===== src/rtl/cond_unit.sv =====
module cond_unit #(
  parameter int W = 32
) (
  input  logic [W-1:0] opnd_a,
  input  logic [W-1:0] opnd_b,
  input  logic [3:0]   op,
  output logic         take,
  output logic [W-1:0] set_val
);
  localparam logic [3:0] OP_SLT  = 4'd0;
  localparam logic [3:0] OP_SLTU = 4'd1;
  localparam logic [3:0] OP_EQ   = 4'd2;
  localparam logic [3:0] OP_NE   = 4'd3;
  localparam logic [3:0] OP_LTZ  = 4'd4;
  localparam logic [3:0] OP_LEZ  = 4'd5;
  localparam logic [3:0] OP_GTZ  = 4'd6;
  localparam logic [3:0] OP_GEZ  = 4'd7;

  logic         vs_zero;
  logic [W-1:0] rhs;
  logic [W-1:0] diff;
  logic         carry;
  logic         ovf;
  logic         is_zero;
  logic         lt_s;
  logic         lt_u;

  // compare-against-zero codes share the subtractor with a zero right-hand side
  assign vs_zero      = (op[3:2] == 2'b01);
  assign rhs          = vs_zero ? '0 : opnd_b;
  assign {carry, diff} = {1'b0, opnd_a} + {1'b0, ~rhs} + {{W{1'b0}}, 1'b1};
  assign ovf          = (opnd_a[W-1] ^ rhs[W-1]) & (diff[W-1] ^ opnd_a[W-1]);
  assign is_zero      = ~|diff;
  assign lt_s         = diff[W-1] ^ ovf;
  assign lt_u         = ~carry;

  always_comb begin
    take    = 1'b0;
    set_val = '0;
    case (op)
      OP_SLT:  set_val[0] = lt_s;
      OP_SLTU: set_val[0] = lt_u;
      OP_EQ:   take = is_zero;
      OP_NE:   take = ~is_zero;
      OP_LTZ:  take = lt_s;
      OP_LEZ:  take = lt_s | is_zero;
      OP_GTZ:  take = ~(lt_s | is_zero);
      OP_GEZ:  take = ~lt_s;
      default: begin
        take    = 1'b0;
        set_val = '0;
      end
    endcase
  end
endmodule


===== config.mk =====
export PLATFORM = sky130hd
export DESIGN_NAME = cond_unit
export DESIGN_NICKNAME = d
export VERILOG_FILES = /design/src/rtl/cond_unit.sv
export SDC_FILE = /design/constraint.sdc
export NUM_CORES = 1
export LEC_CHECK = 0
export ABC_AREA = 1
export BUFFER_PORTS_ARGS = -buffer_cell sky130_fd_sc_hd__buf_2
export CORE_AREA = 2 2 101 74
export DETAILED_ROUTE_END_ITERATION = 10
export DIE_AREA = 0 0 103 76
export GPL_TIMING_DRIVEN = 0
export PLACE_DENSITY = 0.79
export SETUP_SLACK_MARGIN = 0.5
export SLEW_MARGIN = 30
export SYNTH_ARGS = -nofsm -noshare
export SYNTH_HDL_FRONTEND = slang
export SYNTH_SLANG_ARGS = --single-unit
export TNS_END_PERCENT = 30

===== constraint.sdc =====
create_clock -name vclk -period 3.53
set_input_delay 0.1765 -clock vclk [all_inputs]
set_output_delay 0.1765 -clock vclk [all_outputs]
set_load 0.005 [all_outputs]

==> flow_summary.yaml <==
run_status:
  outcome: "finished with violations"
  violations: "setup timing"
floorplanning:
  fp.dieW_um: 103
  start_util_pct: 47.9
  die_area_um2: 7830
  rows: 26
  io_pins: 101
  core_um2: 6960
  die_h_um: 76
yosys:
  synth_warnings: 0
  yosysUniqueCellTypes: 25
  syn_area_um2: 3330
  synth_compound_area_share_pct: 5.33
  ys_seq_area_share_pct: 0
  synth_top_family_by_area: "simple AND/OR/NAND/NOR gates"
  synthAdderAreaFrac_pct: 14.3
  synth-xor-area-share_pct: 0.263
  avgSynthCellArea_um2: 4.70
  synthSimpleGateAreaFrac_pct: 56.3
  syn_inst: 710
  synthMuxAreaShare_pct: 0
drt:
  wl_per_cell_um: 12.6
  drtIter0Drc: 347
  viasPerCell: 4.87
  first_pass_iters: 5
  detail-route-antenna-nets: 0
  vias: 4496
  drc: 0
  routed_wirelength_mm: 11.6
placed_design:
  gp_congestion: 0.915
  dpl.hpwl_mm: 9.60
  port_buffers: 70
  place_ws_ns: -0.763
timing:
  hold-worst-slack_ns: 0.771
  min_period_ns: 4.10
  slew_viol_final: 0
  hold_viol_final: 0
  fin_crit_sh_pct: 116
  rsz0062_at_grt: "yes"
  setup-violations-final: 1
  max_freq_mhz: 244
  setup_slack_ns: -0.574
global_route:
  grt_pass1_vias: 3884
  grt_util_all_layers_pct: 28.0
  grt_pass1_wl_mm: 17.7
  grt_max_degree: 11
  overflow: 0
  grt_antenna_before_repair: 0
power_and_ir_drop:
  peakVddDrop_mv: 0.0882
  cellPowerDensity_nw_per_um2: 182
  leakage_nw: 2.90
layout:
  seq_area_um2: 0
  n_clock_buffer: 0
  nets: 933
  synthToLayoutAreaGrowth_pct: 40.1
  n_fill_cell: 725
  drive_gt1_share_pct: 25.7
  diodes: 0
  final_common_cell: "nand2_1"
  seq_cell_count: 0
  final_cell_mix: "nand2_1, inv_1, buf_2"
critical_path:
  arrival_ns: 3.93
  end_kind: "primary output"
  path_max_fanout: 7
  critPathMostFrequentCell: "nand2_1"
  cpPeakStageDelay_ns: 0.50
  worst_setup_path_start_kind: "input pin"
  setup.worst_path.class: "in2out"
  cp_slowest_cell: "fa_1"
  cp.required_ns: 3.35
run:
  maxCapViolCount: 0
worst_hold_path:
  hold_path.class: "in2out"
clock_tree:
  postCtsHoldBufs: 0
report_power, final:
group	total (mW)	internal (mW)	switching, mW
Sequential	0	0	0
Clock	0	0	0
Combinational	0.851	0.342	0.509
critical path, delay by kind of cell:
kind	cells	cell delay, ns
AOI/OAI and AO/OA	2	0.26
adders and majority gates	2	0.67
buffers and inverters	6	0.63
and+or+nand+nor	25	2.17
through the flow:
stage	instances	utilization (%)	area [um2]	setup TNS, ns	power [mW]
floorplan	740	-	3760	0	0.537
CTS	913	64.2	4470	-0.574	0.786
finish	924	67.1	4670	-0.574	0.851
detailed placement	908	60.8	4230	-0.763	0.738
global placement	908	60.8	4230	-0.679	0.720
global route	924	67.1	4670	-0.889	0.942
cell usage after synthesis (all sizes together) (2+ instances only):
cell    number  area share (%)
a21oi       26             3.9
a31oi        2            0.38
and2         2            0.41
buf         31             7.0
clkbuf       3            0.34
fa           2             1.2
ha          35              13
inv        145              16
nand2      317              36
nand3       46             7.1
nand4       15             2.8
nor2        70             8.3
nor3         7             1.1
o21ai        2            0.30
o21bai       2            0.45
logic make-up (layout without fill, tap and decap cells):
family	after synthesis	after routing
other	1	31
AO/OA/AOI/OAI	33	33
AND/OR/NAND/NOR	459	459
buffers and inverters	179	265
XOR/XNOR	1	1
adder cells (fa/ha/maj)	37	37
metal layers:
metal	up-vias	wire [um]	part of all wire [%]	GRT usage (%)
met5	-	0	0	0
met4	0	143	1.2	3.16
met3	11	1030	8.9	2.02
met2	183	4790	41	43.3
met1	1988	5670	49	43.2
li1	2314	-	-	-
timing repair:
item,in CTS,in global routing
setup buffers,4,9
hold endpoints to repair,0,0
resized for setup,32,28
pin swaps,2,14
gates cloned,1,2
endpoints found under the setup margin,2,2
final timing paths:
path,start,to,slack [ns],depth (start not counted)
max,op[2],take,-0.57,35
min,op[2],set_val[0],0.77,5
final cells by class:
type                       instances  area [um2]  area share [%]
inverter                         145         549            11.8
buffer                            34         308            6.59
timing repair buffer              86         488            10.4
tap                               98         123            2.62
multi-input combinational        561        3200            68.6
Power figures use the tool's default switching activity.
